===== config.mk =====
export PLATFORM = sky130hd
export DESIGN_NAME = stereo_sipo_rx
export DESIGN_NICKNAME = d
export VERILOG_FILES = /design/src/rtl/stsipo_pkg.sv /design/src/rtl/stsipo_sync.sv /design/src/rtl/stsipo_edge.sv /design/src/rtl/stsipo_shift.sv /design/src/rtl/stsipo_hold.sv /design/src/rtl/stereo_sipo_rx.sv
export SDC_FILE = /design/constraint.sdc
export NUM_CORES = 1
export LEC_CHECK = 0
export ABC_AREA = 1
export ABC_CLOCK_PERIOD_IN_PS = 1360
export BUFFER_PORTS_ARGS = -buffer_cell sky130_fd_sc_hd__buf_4
export CAP_MARGIN = 20
export CELL_PAD_IN_SITES_DETAIL_PLACEMENT = 1
export CELL_PAD_IN_SITES_GLOBAL_PLACEMENT = 1
export CORE_MARGIN = 2
export CORE_UTILIZATION = 43
export CTS_BUF_LIST = sky130_fd_sc_hd__clkbuf_16
export CTS_CLUSTER_SIZE = 12
export DETAILED_ROUTE_END_ITERATION = 10
export HOLD_SLACK_MARGIN = 0.05
export PLACE_DENSITY_LB_ADDON = 0.12
export SETUP_SLACK_MARGIN = 0.5
export SYNTH_ARGS = -nofsm -noshare
export SYNTH_HDL_FRONTEND = slang
export SYNTH_SLANG_ARGS = --single-unit

===== constraint.sdc =====
create_clock -name clk -period 1.36 [get_ports clk]
set_input_delay 0.204 -clock clk [delete_from_list [all_inputs] [get_ports clk]]
set_output_delay 0.204 -clock clk [all_outputs]
set_load 0.005 [all_outputs]

===== src/rtl/stsipo_pkg.sv =====
package stsipo_pkg;
   // Number of channels sharing the bit clock and strobe
   localparam int NUM_CH   = 2;
   // Positions of the control lines in the synchronizer vector
   localparam int IDX_BCK  = 0;
   localparam int IDX_CONV = 1;
   localparam int IDX_MODE = 2;
   // Data lines follow the control lines, one per channel
   localparam int CH_BASE  = 3;
   localparam int CH_LEFT  = 0;
   localparam int CH_RIGHT = 1;
endpackage


===== src/rtl/stsipo_sync.sv =====
module stsipo_sync #(
   parameter int WIDTH  = 5,
   parameter int STAGES = 2
) (
   input  logic             clk,
   input  logic             rst_n,
   input  logic [WIDTH-1:0] async_i,
   output logic [WIDTH-1:0] sync_o
);
   if (STAGES < 2) begin : g_bad_stages
      $error("stsipo_sync: STAGES must be at least 2");
   end

   logic [WIDTH-1:0] stage_q [STAGES];

   always_ff @(posedge clk or negedge rst_n) begin
      if (!rst_n) begin
         for (int i = 0; i < STAGES; i++) stage_q[i] <= '0;
      end else begin
         stage_q[0] <= async_i;
         for (int i = 1; i < STAGES; i++) stage_q[i] <= stage_q[i-1];
      end
   end

   assign sync_o = stage_q[STAGES-1];
endmodule


===== src/rtl/stsipo_edge.sv =====
module stsipo_edge (
   input  logic clk,
   input  logic rst_n,
   input  logic level_i,
   input  logic pick_fall_i,
   output logic pulse_o
);
   logic prev_q;

   always_ff @(posedge clk or negedge rst_n) begin
      if (!rst_n) prev_q <= 1'b0;
      else        prev_q <= level_i;
   end

   // A transition whose new level matches the wanted polarity
   assign pulse_o = (level_i != prev_q) && (level_i == !pick_fall_i);
endmodule


===== src/rtl/stsipo_shift.sv =====
module stsipo_shift #(
   parameter int WIDTH = 18
) (
   input  logic             clk,
   input  logic             rst_n,
   input  logic             shift_i,
   input  logic             bit_i,
   output logic [WIDTH-1:0] word_o
);
   if (WIDTH < 2) begin : g_bad_width
      $error("stsipo_shift: WIDTH must be at least 2");
   end

   logic [WIDTH-1:0] sr_q;

   always_ff @(posedge clk or negedge rst_n) begin
      if (!rst_n)       sr_q <= '0;
      else if (shift_i) sr_q <= {sr_q[WIDTH-2:0], bit_i};
   end

   assign word_o = sr_q;
endmodule


===== src/rtl/stsipo_hold.sv =====
module stsipo_hold #(
   parameter int WIDE_W   = 18,
   parameter int NARROW_W = 16
) (
   input  logic              clk,
   input  logic              rst_n,
   input  logic              cap_i,
   input  logic              narrow_i,
   input  logic [WIDE_W-1:0] word_i,
   output logic [WIDE_W-1:0] sample_o
);
   localparam int EXT_W = WIDE_W - NARROW_W;

   if (EXT_W < 1) begin : g_bad_ext
      $error("stsipo_hold: NARROW_W must be below WIDE_W");
   end

   logic [WIDE_W-1:0] narrow_word;
   logic [WIDE_W-1:0] sample_q;

   assign narrow_word = {{EXT_W{word_i[NARROW_W-1]}}, word_i[NARROW_W-1:0]};

   always_ff @(posedge clk or negedge rst_n) begin
      if (!rst_n)     sample_q <= '0;
      else if (cap_i) sample_q <= narrow_i ? narrow_word : word_i;
   end

   assign sample_o = sample_q;
endmodule


===== src/rtl/stereo_sipo_rx.sv =====
module stereo_sipo_rx
   import stsipo_pkg::*;
#(
   parameter int WIDE_W      = 18,
   parameter int NARROW_W    = 16,
   parameter int SYNC_STAGES = 2
) (
   input  logic              clk,
   input  logic              rst_n,
   input  logic              bit_clk_i,
   input  logic              data_l_i,
   input  logic              data_r_i,
   input  logic              conv_i,
   input  logic              wide_mode_i,
   output logic [WIDE_W-1:0] sample_l_o,
   output logic [WIDE_W-1:0] sample_r_o,
   output logic              valid_o
);
   localparam int SYNC_W = CH_BASE + NUM_CH;

   if (NARROW_W < 2 || NARROW_W >= WIDE_W) begin : g_bad_widths
      $error("stereo_sipo_rx: need 2 <= NARROW_W < WIDE_W");
   end

   logic [SYNC_W-1:0] raw_in;
   logic [SYNC_W-1:0] synced;
   logic              bit_s;
   logic              conv_s;
   logic              mode_s;
   logic              shift_pulse;
   logic              cap_pulse;
   logic [WIDE_W-1:0] sample_arr [NUM_CH];

   assign raw_in[IDX_BCK]           = bit_clk_i;
   assign raw_in[IDX_CONV]          = conv_i;
   assign raw_in[IDX_MODE]          = wide_mode_i;
   assign raw_in[CH_BASE+CH_LEFT]   = data_l_i;
   assign raw_in[CH_BASE+CH_RIGHT]  = data_r_i;

   stsipo_sync #(.WIDTH(SYNC_W), .STAGES(SYNC_STAGES)) i_sync (
      .clk     (clk),
      .rst_n   (rst_n),
      .async_i (raw_in),
      .sync_o  (synced)
   );

   assign bit_s  = synced[IDX_BCK];
   assign conv_s = synced[IDX_CONV];
   assign mode_s = synced[IDX_MODE];

   // Bits shift on the bit-clock rise only
   stsipo_edge i_bit_edge (
      .clk         (clk),
      .rst_n       (rst_n),
      .level_i     (bit_s),
      .pick_fall_i (1'b0),
      .pulse_o     (shift_pulse)
   );

   // Capture polarity follows the word-length mode
   stsipo_edge i_conv_edge (
      .clk         (clk),
      .rst_n       (rst_n),
      .level_i     (conv_s),
      .pick_fall_i (!mode_s),
      .pulse_o     (cap_pulse)
   );

   for (genvar ch = 0; ch < NUM_CH; ch++) begin : g_ch
      logic [WIDE_W-1:0] word;

      stsipo_shift #(.WIDTH(WIDE_W)) i_shift (
         .clk     (clk),
         .rst_n   (rst_n),
         .shift_i (shift_pulse),
         .bit_i   (synced[CH_BASE+ch]),
         .word_o  (word)
      );

      stsipo_hold #(.WIDE_W(WIDE_W), .NARROW_W(NARROW_W)) i_hold (
         .clk      (clk),
         .rst_n    (rst_n),
         .cap_i    (cap_pulse),
         .narrow_i (!mode_s),
         .word_i   (word),
         .sample_o (sample_arr[ch])
      );
   end

   always_ff @(posedge clk or negedge rst_n) begin
      if (!rst_n) valid_o <= 1'b0;
      else        valid_o <= cap_pulse;
   end

   assign sample_l_o = sample_arr[CH_LEFT];
   assign sample_r_o = sample_arr[CH_RIGHT];
endmodule


==> results.md, run 1 <==
- The run stopped with a tool error.
- The flow stopped in global routing.
- The tool reported: "[ERROR DPL-0033] detailed placement checks failed during check placement".
- The worst setup slack after placement is 0.1681 ns.
- The HPWL after detailed placement is 4478 um.
- After synthesis the netlist holds a flip-flop and latch count of 85.
- Entering global routing, the biggest net connects 28 pins.
- The H-tree generated during clock tree synthesis spans 3 levels.
- In this run the deepest clock path goes through 2 buffers.
- After synthesis the cells add up to between 3000 and 4000 um^2.
- The per-instance average area after synthesis is a little under 10 um^2.
- The number of library cell types mapped by synthesis is 15.
- In this run the clock root is driven by a sky130_fd_sc_hd__clkbuf_16.
- At the end of routability-driven placement, the weighted congestion stood at just over 0.7.
- The initial antenna violation count is 1.
- The post-synthesis cell count is 340.
- The initial utilization of the core area, before any placement, comes to 44.68%.
- For this run, the number of Yosys warnings is 0.
- The synthesized netlist net count is 347.
- Counting the buffers created by CTS gives 9.
- Of the synthesized area, sequential elements account for roughly 65%.
- The y dimension of the die is just over 90 um.
- The top-level port count is 44.
- The die boundary width is 91.28 um.
- In the global-route stage, repair_timing last flagged the worst endpoint as g_ch[0].i_hold.sample_o[5]$_DFFE_PN0P_/D.
- The placed instances occupy a cell area of slightly below 4000 um^2.
- Row generation in the floorplan step produced 31 rows.
- During placement, the flow inserted port buffers numbering 43.
- For this design, the sink count on the clock tree is 85.
- The type of the worst endpoint after the last repair is a register input.
per-stage QoR:
stage	cells	util (%)
after CTS	542	72.15
after detailed placement	470	53.11
after global placement	470	53.11
after floorplan	340	-
repair_timing:
action	in CTS
endpoints found under the setup margin	110
hold endpoints to repair	29
gates cloned	17
gates resized for setup	99
pin swaps	27
setup buffers	34
hold buffers	5
synthesized netlist by cell type:
library cell / number / area (um^2)
sky130_fd_sc_hd__inv_1: 6 / 22.52
sky130_fd_sc_hd__a21oi_1: 2 / 10.01
sky130_fd_sc_hd__clkbuf_1: 10 / 37.54
sky130_fd_sc_hd__inv_2: 1 / 3.750
sky130_fd_sc_hd__buf_2: 4 / 20.02
sky130_fd_sc_hd__nand3_1: 68 / 340.3
sky130_fd_sc_hd__nand2_2: 9 / 56.30
sky130_fd_sc_hd__nand2_4: 1 / 11.26
sky130_fd_sc_hd__dfrtp_1: 85 / 2127
sky130_fd_sc_hd__nand2_1: 142 / 533.0
sky130_fd_sc_hd__nand2_8: 2 / 40.04
sky130_fd_sc_hd__o21ai_0: 2 / 10.01
sky130_fd_sc_hd__buf_4: 3 / 22.52
sky130_fd_sc_hd__nor2_1: 2 / 7.510
sky130_fd_sc_hd__buf_6: 3 / 33.78
cell families after synthesis:
family                 Yosys count  synth area share (%)
AOI/OAI and AO/OA                4                0.6112
buffers and inverters           27                 4.278
DFF                             85                 64.94
and+or+nand+nor                224                 30.18
==> run 2, diff against run 1 <==
--- a/config.mk
+++ b/config.mk
@@ -9,16 +9,10 @@
 export ABC_CLOCK_PERIOD_IN_PS = 1360
 export BUFFER_PORTS_ARGS = -buffer_cell sky130_fd_sc_hd__buf_4
 export CAP_MARGIN = 20
-export CELL_PAD_IN_SITES_DETAIL_PLACEMENT = 1
-export CELL_PAD_IN_SITES_GLOBAL_PLACEMENT = 1
 export CORE_MARGIN = 2
-export CORE_UTILIZATION = 43
-export CTS_BUF_LIST = sky130_fd_sc_hd__clkbuf_16
-export CTS_CLUSTER_SIZE = 12
+export CORE_UTILIZATION = 40
 export DETAILED_ROUTE_END_ITERATION = 10
-export HOLD_SLACK_MARGIN = 0.05
-export PLACE_DENSITY_LB_ADDON = 0.12
-export SETUP_SLACK_MARGIN = 0.5
+export PLACE_DENSITY_LB_ADDON = 0.15
 export SYNTH_ARGS = -nofsm -noshare
 export SYNTH_HDL_FRONTEND = slang
 export SYNTH_SLANG_ARGS = --single-unit
==> results.md, run 2 <==
- For this design the static power due to leakage is 2.219 nW.
- The max-slew violation total from the final report is 0.
- The number of antenna diodes in the final layout is 0.
- After synthesis the cells add up to approximately 3300 um^2.
- The largest total area in the synthesized netlist belongs to sky130_fd_sc_hd__dfrtp_1.
- The floorplan has 33 rows.
- The fill cell total of the finished layout is 781.
- Measured in cells, the most critical reg-to-reg path has a length of 6.
- The core region is about 8100 um^2.
- The number of failing setup endpoints in the final timing report is 0.
- Net switching is 26.69% of the power.
- The TritonCTS clock tree is done.
- The end point of the critical path is g_ch[1].i_hold.sample_o[6].
- The highest metal layer used by the detailed router is met4.
- The fraction of synthesis flops using an asynchronous set or reset pin is 100.0%.
- The worst register-to-register path ends at g_ch[1].i_hold.sample_o[6].
- The count of flip-flops with a built-in enable after synthesis is 0.
- The clock share of power is between 30 and 40%.
- The number of global-route vias before repair is 2378.
- The worst setup path is launched from a register.
- The sequential share of power is 50.8%.
- Counting every sink on the clock net gives 85.
- For this design the top-level I/O count stands at between 40 and 50.
- The number of flip-flops and latches in the synthesized netlist is 85.
- CTS built an H-tree with a depth of 3.
- The maximum vdd drop is 0.0007275 V.
- The initial antenna violation count is 0.
- In the detailed route, the total length drawn on met2 is 3075 um.
- The power per unit of standard cell area is 1576 nW/um^2.
- Among all flip-flop cells after synthesis, the most frequent one is sky130_fd_sc_hd__dfrtp_1.
- By area the synthesized netlist is led by sky130_fd_sc_hd__dfrtp_1 (65%), sky130_fd_sc_hd__nand2_1 (16%), sky130_fd_sc_hd__nand3_1 (10%).
- The starting density of the core is 40.48%.
- The violation count after the first detailed-routing iteration is 188.
- The HPWL after detailed placement is 3945 um.
- The total via count after detailed routing is 2415.
- From bottom edge to top edge, the die measures 94.50 um.
- The final layout contains routed wiring with a total length of 6757 um.
- The critical path in this run is classified as reg -> reg.
- In the routed design, unresolved DRC markers number 0.
- The min-delay analysis places its worst path in the category in -> async.
- The final core utilization is about half.
- The root cell of the clock tree is sky130_fd_sc_hd__clkbuf_8.
- The slack of the worst reg-to-reg path is 0.11 ns.
- The minimum clock period is around 1.3 ns.
- Summed over all nets, the switching power comes to 1.695 mW.
- The flow ran to the end, and the final reports show no timing, DRC or antenna violations.
- The clock passes through at most 2 buffers.
- In the final layout, the share of cells above drive strength 1 is a little over a fifth.
- In this run the worst path has a maximum fanout of 22.
- Setup repair after global routing left no endpoint under its margin.
- At the end of the flow, the number of nets in the layout was 398.
- The number of vias per cell is 4.820.
- For this run, the number of Yosys warnings is 0.
- Synthesis produced 340 cells.
- Leaving out fill and tap cells, the most frequent cell in the layout is sky130_fd_sc_hd__nand2_1.
- The iteration count of the initial detailed-routing pass is 5.
- The congestion estimate from routability-driven global placement came to 0.7087.
- In this run the critical register-to-register path is launched from i_sync.sync_o[1].
- The number of setup buffers added after CTS is 0.
- The synthesized netlist net count is 347.
- The first-pass GRT wire length is 11320 um.
- The worst clock skew is 0.01005 ns.
- The count of endpoints failing hold in the final timing report is 0.
- The ratio of final minimum period to clock period is 92.05%.
- The floorplan step defined a die boundary enclosing between 8000 and 9000 um^2.
- The timing-limited maximum frequency is between 0.7 and 0.8 GHz.
- Clock-pin slew was measured on the worst setup and hold paths at 0.09 ns.
- The number of buffers created by CTS is 9.
- The commonest cells after synthesis are sky130_fd_sc_hd__nand2_1 (142), sky130_fd_sc_hd__dfrtp_1 (85), sky130_fd_sc_hd__nand3_1 (68).
- The worst setup slack after placement is 0.05942 ns.
- The worst-margin pin slew is 0.4108 ns.
- In this run the remaining antenna-violating nets after routing total 0.
- Summed over all layers, the global routing overflow is 0.
- Global routing used 16.53% of the available tracks across all layers.
- The normalized max-slew margin is 72.61%.
- Setup slack on the critical path of the routed design comes to 0.1082 ns.
- Wire segments on met3 add up to ~390 um in the final route.
- The area growth from synthesis to layout is 22.96%.
- STA classifies the critical path endpoint as a register.
- The internal portion of the total power is between 4 and 5 mW.
- The die is approximately 94 um wide.
- The pin count of the biggest net entering global routing is slightly above 40.
- STA puts the critical path data required time at 1.61 ns.
- Counting distinct cell types in the post-synthesis netlist gives 15.
- In this run the worst setup path begins at i_sync.sync_o[1].
- The quantity of I/O buffers inserted on ports is 43.
- The data arrival time of the critical path is 1.50 ns.
- The number of violations of the max-capacitance limit is 0.
- The sequential-to-total area share from yosys stat is about two thirds.
- The sum of routed wire segments on met1 is approximately 3100 um.
- sky130_fd_sc_hd__nand2_1 is the most common cell in the netlist.
- The setup TNS after final layout is 0 ns.
- In the final routed layout, each cell accounts on average for 13.49 um.
- The per-instance average area after synthesis is 9.634 um^2.
- The relative contribution of combinational cells to total power is 15.5%.
- After synthesis, the largest area contributor takes up about two thirds of total cell area.
- The clock latency on the worst-skew pair is 0.36 ns.
- In the layout the commonest cells are sky130_fd_sc_hd__nand2_1 (142), sky130_fd_sc_hd__dfrtp_1 (84), sky130_fd_sc_hd__nand3_1 (68), sky130_fd_sc_hd__buf_4 (51).
run 2: cell counts after synthesis:
Identical to the previous run, type by type.
run 2: logic make-up after synthesis:
logic type	synth area share [%]
AOI/OAI and AO/OA	0.6112
DFF	64.94
and+or+nand+nor	30.18
buffers and inverters	4.278
run 2: worst max-delay path, stage by stage (launching register included):
cell and delay, ns:
sky130_fd_sc_hd__dfrtp_1 0.39, sky130_fd_sc_hd__inv_1 0.06, sky130_fd_sc_hd__nand2_1 0.12, sky130_fd_sc_hd__nand2_8 0.20, sky130_fd_sc_hd__nand2_4 0.21, sky130_fd_sc_hd__nand2_1 0.11, sky130_fd_sc_hd__nand2_1 0.06
run 2: worst min-delay path by stage:
| stage | from | end | cells after the start |
|---|---|---|---|
| 3_3_place_gp | rst_n | g_ch[0].i_hold.sample_o[12] | 1 |
| 3_5_place_dp | rst_n | g_ch[0].i_hold.sample_o[12] | 1 |
| 6_report | rst_n | g_ch[0].i_hold.sample_o[12] | 2 |
| 2_1_floorplan | rst_n | g_ch[0].i_hold.sample_o[0] | 0 |
| 5_1_grt | rst_n | g_ch[0].i_hold.sample_o[13] | 2 |
| 4_1_cts | rst_n | g_ch[0].i_hold.sample_o[12] | 2 |
run 2: power groups by stage:
stage	registers, mW	logic [mW]	clock network (mW)
4_1_cts	3.23	0.994	2.18
3_3_place_gp	3.27	0.959	0
5_1_grt	3.28	1.14	2.28
3_5_place_dp	3.28	0.981	0
6_report	3.23	0.984	2.14
2_1_floorplan	3.24	0.482	0
run 2: layout make-up:
type | count | area, um^2 | area share, %
clock buffer | 10 | 127.6 | 3.169
clock inverter | 6 | 111.4 | 2.765
inverter | 7 | 26.28 | 0.6524
multi-input combinational | 229 | 1020 | 25.32
sequential | 85 | 2128 | 52.84
tap | 105 | 131.4 | 3.262
timing repair buffer | 59 | 483.0 | 11.99
run 2: what timing repair did:
action,in CTS,in global routing
endpoints found under the setup margin,0,36
hold buffers,6,0
resized for setup,0,1
hold endpoints to repair,30,0
run 2: stage by stage:
| step | cells | hold slack, ns | area, um^2 | power (mW) |
|---|---|---|---|---|
| 2_1_floorplan | 340 | -0.09159 | 3276 | 3.720 |
| 3_3_place_gp | 478 | 0.1561 | 3716 | 4.226 |
| 3_5_place_dp | 478 | 0.1571 | 3716 | 4.256 |
| 4_1_cts | 500 | 0.3040 | 4015 | 6.403 |
| 5_1_grt | 501 | 0.3440 | 4028 | 6.712 |
| 6_report | 501 | 0.2978 | 4028 | 6.349 |
run 2: routing by layer:
layer	vias up	track usage, %
li1	1183	-
met1	1150	22.52
met2	68	25.18
met3	14	3.591
met4	0	8.092
met5	-	0
No activity file was read; power rests on OpenSTA's default activity.
==> run 3, diff against run 2 <==
--- a/config.mk
+++ b/config.mk
@@ -13,6 +13,7 @@
 export CORE_UTILIZATION = 40
 export DETAILED_ROUTE_END_ITERATION = 10
 export PLACE_DENSITY_LB_ADDON = 0.15
+export REMOVE_ABC_BUFFERS = 1
 export SYNTH_ARGS = -nofsm -noshare
 export SYNTH_HDL_FRONTEND = slang
 export SYNTH_SLANG_ARGS = --single-unit
==> results.md, run 3 (synthesis results as in run 2) <==
- Across the run, the number of max-cap violations was 0.
- The max-slew violation total from the final report is 0.
- The library cell appearing most often on the critical path is sky130_fd_sc_hd__nand2_1.
- Across the VDD grid, the largest voltage drop is 0.0007020 V.
- STA classifies the critical path endpoint as a register.
- Across the routed clock network, the largest skew measured is 0.01073 ns.
- The library cell contributing the largest single delay on the critical path is sky130_fd_sc_hd__dfrtp_1.
- The kind of launch point of the worst setup path is a register.
- After detailed routing, the number of remaining DRC violations is 0.
- In this run the number of H-tree levels came out at 3.
- Timing would allow up to approximately 0.8 GHz.
- The quantity of I/O buffers inserted on ports is 43.
- The number of global-route vias before repair came to roughly 2300.
- The critical path goes through inv_1 -> nand2_1 -> nand2_4 -> buf_4 -> nand3_1 -> nand2_1.
- The maximum clock insertion buffer count is 2.
- The iteration count of the initial detailed-routing pass is 4.
- The slack of the worst reg-to-reg path is 0.1 ns.
- Measured against its own limit, the worst slew margin works out to 76.37%.
- The starting density of the core is about 40%.
- The area taken by multi-input logic gates is 1020 um^2.
- Of all nets on the critical path, the largest fanout is 17.
- In this run the worst hold path is classified as in -> async.
- Summing over every cut layer, the via total after detailed routing is 2386.
- In this run the clock root is driven by a sky130_fd_sc_hd__clkbuf_8.
- Subtracting the final worst setup slack from the clock period gives between 1 and 1.5 ns.
- The ratio of final minimum period to clock period is between 90% and 100%.
- The worst hold margin is 0.3076 ns.
- In the global route stage, overall resource usage came out at between 10% and 20%.
- The die boundary width is 94.50 um.
- The clock net sink count is 85.
- The design draws 6.067 mW.
- The post-detailed-route count of antenna-violating nets is 0.
- The placer congestion estimate is 0.7294.
- The worst-margin pin slew is 0.3545 ns.
- Leaving out fill and tap cells, the most frequent cell in the layout is sky130_fd_sc_hd__nand2_1.
- The total congestion overflow after global routing is 0.
- Clock-pin slew was measured on the worst setup and hold paths at 0.09 ns.
- The layout has 808 filler cells.
- The overall die area is 8929 um^2.
- The storage element area is 2128 um^2.
- At the worst endpoint, the required time is 1.65 ns.
- The final instance area is 4018 um^2.
- The setup fix buffers added after clock tree synthesis is 0.
- The region available for standard cell placement spans roughly 8100 um^2.
- The violation count after the first detailed-routing iteration is between 150 and 200.
- The start-to-end type of the worst setup path is reg -> reg.
- The count of endpoints failing hold in the final timing report was 0.
- The power per unit of standard cell area is between 1500 and 2000 nW/um^2.
- Setup repair after global routing left no endpoint under its margin.
- The data arrival time of the critical path is roughly 1.6 ns.
- TritonCTS built the clock tree.
- The floorplan step set the die height to between 90 and 100 um.
- The wire length per cell is 13.20 um.
- The pin count of the biggest net entering global routing is 41.
- The layout overhead on the synthesized area is 22.65%.
- The buffer and inverter count on the worst path is 2.
- The run finished with clean final reports.
- Summed over all nets, the half-perimeter wirelength after detailed placement is 3899 um.
- The cell row count is 33.
- The number of vias per cell is 4.772.
- The antenna diode count is 0.
- The final layout contains around 400 nets.
- For this run, the share of the core covered by cells in the final layout is 49.64%.
- The first-pass GRT wire length is 11100 um.
- For this design the static power due to leakage is 2.214 nW.
- The setup TNS after final layout is 0 ns.
- For this block, the routed nets add up to about 6600 um of wire.
- The highest cell delay on the worst timing path is 0.39 ns.
- The kind of cell with the highest combined delay along the critical path is simple AND/OR/NAND/NOR gates.
- After detailed placement, the total cell area comes to 3734 um^2.
- The library cells used most frequently in the layout, excluding fill and tap cells, are sky130_fd_sc_hd__nand2_1 (142), sky130_fd_sc_hd__dfrtp_1 (84), sky130_fd_sc_hd__nand3_1 (68), sky130_fd_sc_hd__buf_4 (48), sky130_fd_sc_hd__clkbuf_8 (12).
- For the worst-skew pair, the clock arrives at the later sink with an insertion delay of roughly 0.34 ns.
- The number of failing setup endpoints in the final timing report is 0.
- The top-level port count is 44.
- The post-route netlist has 20.76% of its cells at a drive strength greater than 1.
- In this run, CTS created clock tree buffers numbering 9.
- The initial antenna violation count was 0.
## run 3: cell types whose count changed in the layout (fill, tap and decap cells not counted)
cell and delta:
sky130_fd_sc_hd__buf_4 -3, sky130_fd_sc_hd__clkbuf_8 +3, sky130_fd_sc_hd__buf_12 +2, sky130_fd_sc_hd__bufinv_16 -2
sky130_fd_sc_hd__clkinv_4 -1
## run 3: layer usage
metal / wire length, um / global-route usage [%]
met3: 270 / 3.113
met5: 0 / 0
met2: 2969 / 24.94
met1: 3232 / 21.97
met4: 126 / 7.246
## run 3: layout make-up
type                            instances  area share, %
Timing Repair Buffer                   58          12.46
Clock buffer                           13          4.204
Tap cell                              105          3.270
Sequential cell                        85          52.97
Inverter                                7         0.6540
Multi-Input combinational cell        229          25.38
Clock inverter                          3          1.059
## run 3: final timing paths
kind | from | end | cells past startpoint
max in group asynchronous | rst_n | g_ch[0].i_hold.sample_o[4] | 3
min in group clk | i_sync.stage_q[8] | i_sync.sync_o[3] | 0
worst min register to register | i_sync.stage_q[8] | i_sync.sync_o[3] | 0
worst min-delay path | rst_n | i_sync.stage_q[9] | 2
worst max-delay path | i_conv_edge.prev_q | g_ch[0].i_hold.sample_o[5] | 6
worst max register to register | i_conv_edge.prev_q | g_ch[0].i_hold.sample_o[5] | 6
## run 3: through the flow
| step | cells | worst slack, ns |
|---|---|---|
| detailed placement | 477 | 0.06228 |
| global placement | 477 | 0.1019 |
| global route | 500 | 0.009978 |
| floorplan | 320 | -0.5747 |
| finish | 500 | 0.09796 |
| CTS | 499 | 0.05688 |
## run 3: report_power, final
part / leakage [nW] / internal (mW) / total (mW) / switching, mW
combinational: 0.994 / 0.499 / 0.988 / 0.489
sequential: 1.11 / 2.94 / 3.22 / 0.279
clock: 0.106 / 0.998 / 1.86 / 0.860
total: 2.21 / 4.44 / 6.07 / 1.63
## run 3: what timing repair did
action / 4_1_cts / 5_1_grt
hold buffers: 6 / 0
gates resized for setup: 0 / 1
setup endpoints to repair: 0 / 35
endpoints found under the hold margin: 27 / 0
